### config.mk
export PLATFORM = sky130hd
export DESIGN_NAME = vsl_seg_load_agen
export DESIGN_NICKNAME = d
export VERILOG_FILES = /design/src/rtl/vsl_pkg.sv /design/src/rtl/vsl_elem_mask.sv /design/src/rtl/vsl_pred_scan.sv /design/src/rtl/vsl_addr_calc.sv /design/src/rtl/vsl_seg_load_agen.sv
export SDC_FILE = /design/constraint.sdc
export NUM_CORES = 1
export LEC_CHECK = 0
export ABC_AREA = 1
export BUFFER_PORTS_ARGS = -buffer_cell sky130_fd_sc_hd__buf_2
export CAP_MARGIN = 20
export CORE_MARGIN = 2
export CORE_UTILIZATION = 62
export CTS_BUF_LIST = sky130_fd_sc_hd__clkbuf_16
export CTS_CLUSTER_DIAMETER = 100
export DETAILED_ROUTE_END_ITERATION = 7
export GPL_ROUTABILITY_DRIVEN = 0
export GPL_TIMING_DRIVEN = 1
export PLACE_DENSITY = 0.81
export SYNTH_ARGS = -nofsm -noshare
export SYNTH_HDL_FRONTEND = slang
export SYNTH_SLANG_ARGS = --single-unit
### constraint.sdc
create_clock -name clk -period 17.65 [get_ports clk]
set_input_delay 3.53 -clock clk [delete_from_list [all_inputs] [get_ports clk]]
set_output_delay 3.53 -clock clk [all_outputs]
set_load 0.05 [all_outputs]
### src/rtl/vsl_pkg.sv
package vsl_pkg;
  typedef enum logic {
    STRIDE_ELEM  = 1'b0,
    STRIDE_SCALAR = 1'b1
  } stride_sel_e;
endpackage

### src/rtl/vsl_elem_mask.sv
module vsl_elem_mask #(
  parameter int MAXVL = 16,
  localparam int VLW = $clog2(MAXVL)
) (
  input  logic [VLW:0]     vl,
  input  logic             pen,
  input  logic             pinv,
  input  logic [MAXVL-1:0] pmask,
  output logic [MAXVL-1:0] live
);
  for (genvar g = 0; g < MAXVL; g++) begin : g_lane
    logic in_len;
    assign in_len  = ((VLW+1)'(g) < vl);
    assign live[g] = in_len && (!pen || (pmask[g] ^ pinv));
  end
endmodule

### src/rtl/vsl_pred_scan.sv
module vsl_pred_scan #(
  parameter int MAXVL = 16,
  localparam int VLW = $clog2(MAXVL)
) (
  input  logic [MAXVL-1:0] live,
  input  logic [VLW:0]     from,
  output logic             found,
  output logic [VLW-1:0]   idx
);
  always_comb begin
    found = 1'b0;
    idx   = '0;
    for (int i = MAXVL - 1; i >= 0; i--) begin
      if (live[i] && ((VLW+1)'(i) >= from)) begin
        found = 1'b1;
        idx   = VLW'(i);
      end
    end
  end
endmodule

### src/rtl/vsl_addr_calc.sv
module vsl_addr_calc #(
  parameter int AW    = 32,
  parameter int MAXVL = 16,
  parameter int SEGW  = 3,
  localparam int VLW = $clog2(MAXVL)
) (
  input  logic [AW-1:0]   base,
  input  logic [AW-1:0]   stride,
  input  logic [SEGW-1:0] seglen,
  input  logic [VLW-1:0]  elem,
  input  logic [SEGW-1:0] seg,
  input  logic            indexed,
  input  logic [AW-1:0]   idx_off,
  output logic [AW-1:0]   addr
);
  function automatic logic [AW-1:0] group_off(input logic [VLW-1:0] e,
                                              input logic [SEGW-1:0] sl,
                                              input logic [AW-1:0] st);
    logic [AW-1:0] grp;
    grp = AW'(e) * (AW'(sl) + AW'(1));
    return grp * st;
  endfunction

  function automatic logic [AW-1:0] seg_off(input logic [SEGW-1:0] s,
                                            input logic [AW-1:0] st);
    return AW'(s) * st;
  endfunction

  logic [AW-1:0] elem_off;
  assign elem_off = indexed ? idx_off : group_off(elem, seglen, stride);
  assign addr     = base + elem_off + seg_off(seg, stride);
endmodule

### src/rtl/vsl_seg_load_agen.sv
module vsl_seg_load_agen
  import vsl_pkg::*;
#(
  parameter int AW    = 32,
  parameter int MAXVL = 16,
  parameter int SEGW  = 3,
  parameter int REGW  = 5,
  localparam int VLW = $clog2(MAXVL)
) (
  input  logic             clk,
  input  logic             rst_n,
  input  logic             start,
  input  logic [AW-1:0]    base_addr,
  input  logic [AW-1:0]    elem_size,
  input  logic [AW-1:0]    stride_val,
  input  logic             const_stride,
  input  logic             offs_vec,
  output logic [VLW-1:0]   idx_rd_sel,
  input  logic [AW-1:0]    idx_rd_data,
  input  logic [SEGW-1:0]  seg_len,
  input  logic [VLW:0]     vl,
  input  logic             pred_en,
  input  logic             pred_inv,
  input  logic [MAXVL-1:0] pred_mask,
  input  logic [REGW-1:0]  rd_base,
  output logic             req_valid,
  input  logic             req_ready,
  output logic [AW-1:0]    req_addr,
  output logic [REGW-1:0]  req_reg,
  output logic [VLW-1:0]   req_elem,
  output logic             done
);
  // captured operands
  logic [AW-1:0]    base_q, stride_q;
  logic             idx_q, pen_q, pinv_q;
  logic [SEGW-1:0]  seglen_q;
  logic [VLW:0]     vl_q;
  logic [MAXVL-1:0] pmask_q;
  logic [REGW-1:0]  rd_q;

  // loop state
  logic             busy_q, done_q;
  logic [VLW-1:0]   elem_q;
  logic [SEGW-1:0]  seg_q;

  stride_sel_e      ssel;
  logic [AW-1:0]    stride_in;
  assign ssel      = stride_sel_e'(const_stride);
  assign stride_in = (ssel == STRIDE_SCALAR) ? stride_val : elem_size;

  // element enables: live operands when idle, captured ones while busy
  logic [VLW:0]     m_vl;
  logic             m_pen, m_pinv;
  logic [MAXVL-1:0] m_mask, live;
  assign m_vl   = busy_q ? vl_q    : vl;
  assign m_pen  = busy_q ? pen_q   : pred_en;
  assign m_pinv = busy_q ? pinv_q  : pred_inv;
  assign m_mask = busy_q ? pmask_q : pred_mask;

  vsl_elem_mask #(.MAXVL(MAXVL)) u_mask (
    .vl(m_vl), .pen(m_pen), .pinv(m_pinv), .pmask(m_mask), .live(live)
  );

  logic [VLW:0]   scan_from;
  logic           nxt_found;
  logic [VLW-1:0] nxt_idx;
  assign scan_from = busy_q ? ({1'b0, elem_q} + (VLW+1)'(1)) : '0;

  vsl_pred_scan #(.MAXVL(MAXVL)) u_scan (
    .live(live), .from(scan_from), .found(nxt_found), .idx(nxt_idx)
  );

  // named events for the checker
  logic fire, last_seg, last_req;
  assign fire     = req_valid && req_ready;
  assign last_seg = (seg_q == seglen_q);
  assign last_req = last_seg && !nxt_found;

  always_ff @(posedge clk) begin
    if (!rst_n) begin
      busy_q   <= 1'b0;
      done_q   <= 1'b0;
      elem_q   <= '0;
      seg_q    <= '0;
      base_q   <= '0;
      stride_q <= '0;
      idx_q    <= 1'b0;
      pen_q    <= 1'b0;
      pinv_q   <= 1'b0;
      seglen_q <= '0;
      vl_q     <= '0;
      pmask_q  <= '0;
      rd_q     <= '0;
    end else begin
      done_q <= 1'b0;
      if (!busy_q) begin
        if (start) begin
          base_q   <= base_addr;
          stride_q <= stride_in;
          idx_q    <= offs_vec;
          pen_q    <= pred_en;
          pinv_q   <= pred_inv;
          seglen_q <= seg_len;
          vl_q     <= vl;
          pmask_q  <= pred_mask;
          rd_q     <= rd_base;
          seg_q    <= '0;
          if (nxt_found) begin
            busy_q <= 1'b1;
            elem_q <= nxt_idx;
          end else begin
            done_q <= 1'b1;
          end
        end
      end else if (fire) begin
        if (!last_seg) begin
          seg_q <= seg_q + SEGW'(1);
        end else if (nxt_found) begin
          elem_q <= nxt_idx;
          seg_q  <= '0;
        end else begin
          busy_q <= 1'b0;
          done_q <= 1'b1;
        end
      end
    end
  end

  vsl_addr_calc #(.AW(AW), .MAXVL(MAXVL), .SEGW(SEGW)) u_addr (
    .base(base_q), .stride(stride_q), .seglen(seglen_q), .elem(elem_q),
    .seg(seg_q), .indexed(idx_q), .idx_off(idx_rd_data), .addr(req_addr)
  );

  assign req_valid  = busy_q;
  assign req_reg    = rd_q + REGW'(seg_q);
  assign req_elem   = elem_q;
  assign idx_rd_sel = elem_q;
  assign done       = done_q;
endmodule

==> results.env <==
OUTCOME='finished clean'
YOSYS.AREA.TOP_TYPE='fa_1'
TRITONCTS='done'
POWER_DENSITY_nW_PER_UM2=59.4
PATH_CLASS='flop to output port'
SETUP_WS_NS=1.50
HTREEDEPTH=3
POST_ROUTE_CELLS_DRIVE_ABOVE_1_SHARE=0.112
COUNT_OF_FLIP_FLOPS_WITH_A_BUILT_IN_ENABLE_AFTER_SYNTHESIS=0
WORST-PATH-MAX-FANOUT=15
FLOORPLAN.CORE_AREA_UM2=30700
CAP_VIOLATIONS=0
POSTROUTEANTENNANETS=0
AVGVIACOUNTPERCELL=5.71
SYN-CELL-AREA_UM2=19300
RSZ0062_AT_GRT='no'
WORSTSKEWPAIRLATENCY_NS=0.40
N_ANTENNA_CELL=0
WL_PER_CELL_UM=17.7
FLOORPLAN.ROWS=64
PIN_COUNT=212
SETUP.WORST_PATH.START_CLASS='flop'
TIMING.SLEW.HEADROOM=0.315
POSTSYNTHNETCOUNT=3282
ASYNCSETRESETFLOPFRACSYNTH=0
YOSYS-TOP-CELLS-AREA='fa_1 (28%), ha_1 (15%), dfxtp_1 (11%)'
DETAILROUTE.VIA_COUNT=17953
DETAIL_ROUTE.FIRST_PASS.ITERATIONS=6
R2R_SETUP_SLACK_NS=14.63
TIMING.HOLD.WORST.CLASS='flop to flop'
REPORT.FINAL.SLEW_VIOL_COUNT=0
AREA_ENCLOSED_BY_THE_DIE_BOUNDARY_UM2=32600
PORT_BUFFERS=211
POWER_LEAKAGE_nW=11.7
SETUP_VIOL_COUNT_FINAL=0
CP_SLOWEST_CELL='fa_1'
ROUTED_WL_UM=55700
FLOORPLAN.INITIALDENSITY=0.630
DRT_ITER0_MARKERS=1545
SYNTHESIS.INSTANCES=2615
SYN2LAYOUT_AREA_GROWTH_PCT=7.67
NETS=3408
CTS-BUFFERS-INSERTED=9
NUMBER_OF_HOLD_VIOLATIONS_IN_THE_FINAL_REPORT=0
YOSYS_WARNINGS=0
LAYOUT_MIN_CYCLE_TIME_NS=16.15
FIRST_PASS_GRT_WIRE_LENGTH_UM=91700
CP_COMMON_CELL='inv_1'
MIN_FROM='pmask_q[0]'
POST-ROUTE-DRC-COUNT=0
SYNTH_FF_TYPE='dfxtp_1'
CP.REQUIRED_NS=14.12
POST_CTS.REPAIR.SETUP_BUFFERS=0
CTS_ROOT_BUFFER='clkbuf_16'
PRECTSSETUPSLACK_NS=2.10
DPL.HPWL_UM=44700
WORST_SETUP_HOLD_PATH_CLK_SLEW_NS=0.09
SYNTH_TOP_AREA_FRAC=0.275
SETUP_TOTAL_NEGATIVE_SLACK_NS=0
RESIZE_COUNT_POST_CTS=0
UNIQUE_MASTERS_POST_SYNTH=54
WORSTPATHARRIVAL_NS=12.62
FINAL_CRITICAL_PATH_SHARE_OF_THE_CLOCK_PERIOD=0.915
CTS.HOLD.BUFFERS_ADDED=0
GRT.OVERFLOW.TOTAL=0
NUMBER_OF_GLOBAL_ROUTE_VIAS_BEFORE_REPAIR=18625
WORST_HOLD_SLACK_NS=0.462
FIN_SKEW_NS=0.0169
FMAX_MHz=61.9
CTS_NUM_SINKS=105
GRT_UTIL_ALL_LAYERS=0.353
DEPTH_OF_THE_WORST_HOLD_TIMING_PATH=2
R2R_CELLS=16
GRT_ANTENNA_BEFORE_REPAIR=0
TIGHTESTPINTRANSITION_NS=1.03
WORST_R2R_ENDPOINT='seg_q[2]'
SYNTH-SEQ-CELLS=105
FP.DIEH_UM=181
PEAKVDDDROP_V=0.0000731
SYNTHESIS.AREA_PER_INSTANCE_UM2=7.39
FLOORPLAN.DIE.WIDTH_UM=181
WORST_PATH_LARGEST_CELL_DELAY_NS=0.60
REG2REG_FROM='req_valid'
HOLD_END='pmask_q[0]'
CTSLONGESTPATHBUFFERS=2
WORST_SETUP_PATH_END_KIND='output port'
SYNTH_SEQUENTIAL_AREA_RATIO=0.109
GRT_MAX_DEGREE=80
## state kept, by name, summed over array words and instances, names as in the netlist, 3 cells and up
| signal | flops |
|---|---|
| vl_q | 5 |
| seg_q | 3 |
| stride_q | 32 |
| base_q | 32 |
| idx_rd_sel | 4 |
| seglen_q | 3 |
| rd_q | 5 |
| pmask_q | 16 |
## Yosys cell counts (all sizes together), types with 14 or more instances
master / instances
buf: 19
inv: 533
nand3: 64
nor3: 14
xor2: 42
clkbuf: 92
xnor2: 22
fa: 266
or2: 22
a21oi: 151
nand2: 572
ha: 236
nor2: 262
a221oi: 31
o21ai: 117
dfxtp: 105
## layout by cell type, fill, tap and decap left out, drive strengths merged
| cell | instances |
|---|---|
| o221ai | 6 |
| fa | 266 |
| o31ai | 4 |
| clkinv | 6 |
| a21o | 1 |
| nand3b | 1 |
| a21oi | 151 |
| o21bai | 3 |
| buf | 226 |
| o211ai | 5 |
| nand3 | 64 |
| o22ai | 1 |
| o2111ai | 3 |
| a21boi | 1 |
| inv | 537 |
| nand2 | 572 |
| mux2i | 7 |
| xnor2 | 22 |
| and2 | 1 |
| dfxtp | 105 |
| clkbuf | 9 |
| a221oi | 31 |
| nand4 | 7 |
| xor2 | 42 |
| a31oi | 7 |
| or2 | 22 |
| ha | 236 |
| nor3 | 14 |
| a211oi | 1 |
| o21ai | 117 |
| a2111oi | 1 |
| nor4 | 3 |
| o21a | 8 |
| nor2 | 262 |
| o311ai | 3 |
| a22oi | 1 |
## logic make-up (layout without fill, tap and decap cells)
family	count (synthesis)	count (layout)	share of synthesized area
AOI/OAI and AO/OA	344	344	0.104
xor gates and xnor gates	64	64	0.0290
adders and majority gates	502	502	0.428
buffers and inverters	647	778	0.129
DFF	105	105	0.109
muxes	7	7	0.00362
and+or+nand+nor	946	946	0.197
## per-layer routing
layer | part of all wire | track usage | wire length, um | vias to the layer above
met5 | 0 | 0 | 0 | -
met4 | 0.065 | 0.211 | 3650 | 0
li1 | - | - | - | 8286
met1 | 0.38 | 0.432 | 21200 | 8487
met3 | 0.083 | 0.0451 | 4640 | 238
met2 | 0.47 | 0.595 | 26200 | 942
## metrics by stage
step	area, um2	cells	utilization	power [W]
6_report	20800	3142	0.679	0.00124
4_1_cts	20800	3142	0.679	0.00123
3_5_place_dp	20500	3126	0.669	0.00102
2_1_floorplan	19300	2615	-	0.000818
3_3_place_gp	20500	3126	0.669	0.000997
5_1_grt	20800	3142	0.679	0.00132
## worst max path at each step
| stage | from | end | slack [ns] | cells after the start |
|---|---|---|---|---|
| after floorplan | idx_rd_sel[3] | req_addr[30] | 2.81 | 50 |
| after global placement | seglen_q[0] | req_addr[30] | 2.38 | 53 |
| after detailed placement | seglen_q[0] | req_addr[22] | 2.10 | 51 |
| after CTS | seglen_q[0] | req_addr[22] | 1.64 | 51 |
| after global routing | seglen_q[0] | req_addr[30] | 0.69 | 53 |
| final | seglen_q[0] | req_addr[22] | 1.50 | 51 |
## layout make-up
cell class	instances	area [um2]
Tap cell	396	495
Sequential cell	105	2100
Multi-Input combinational cell	1863	14700
Timing Repair Buffer	226	1170
Clock inverter	7	68.8
Clock buffer	9	225
Inverter	536	2010
Fill cell	2594	9860
## worst max-delay path, delay by kind of cell (launching register included)
kind	cells	cell delay (ns)
adders and majority gates	15	6.41
AOI/OAI and AO/OA	9	2.06
and+or+nand+nor	13	1.62
buffers and inverters	13	1.41
DFF	1	0.52
xor gates and xnor gates	1	0.22
## where the power goes
group          internal, W  switching [W]
clock            0.0000999       0.000114
combinational     0.000222       0.000510
sequential        0.000255      0.0000351
No activity file was read; power rests on OpenSTA's default activity.
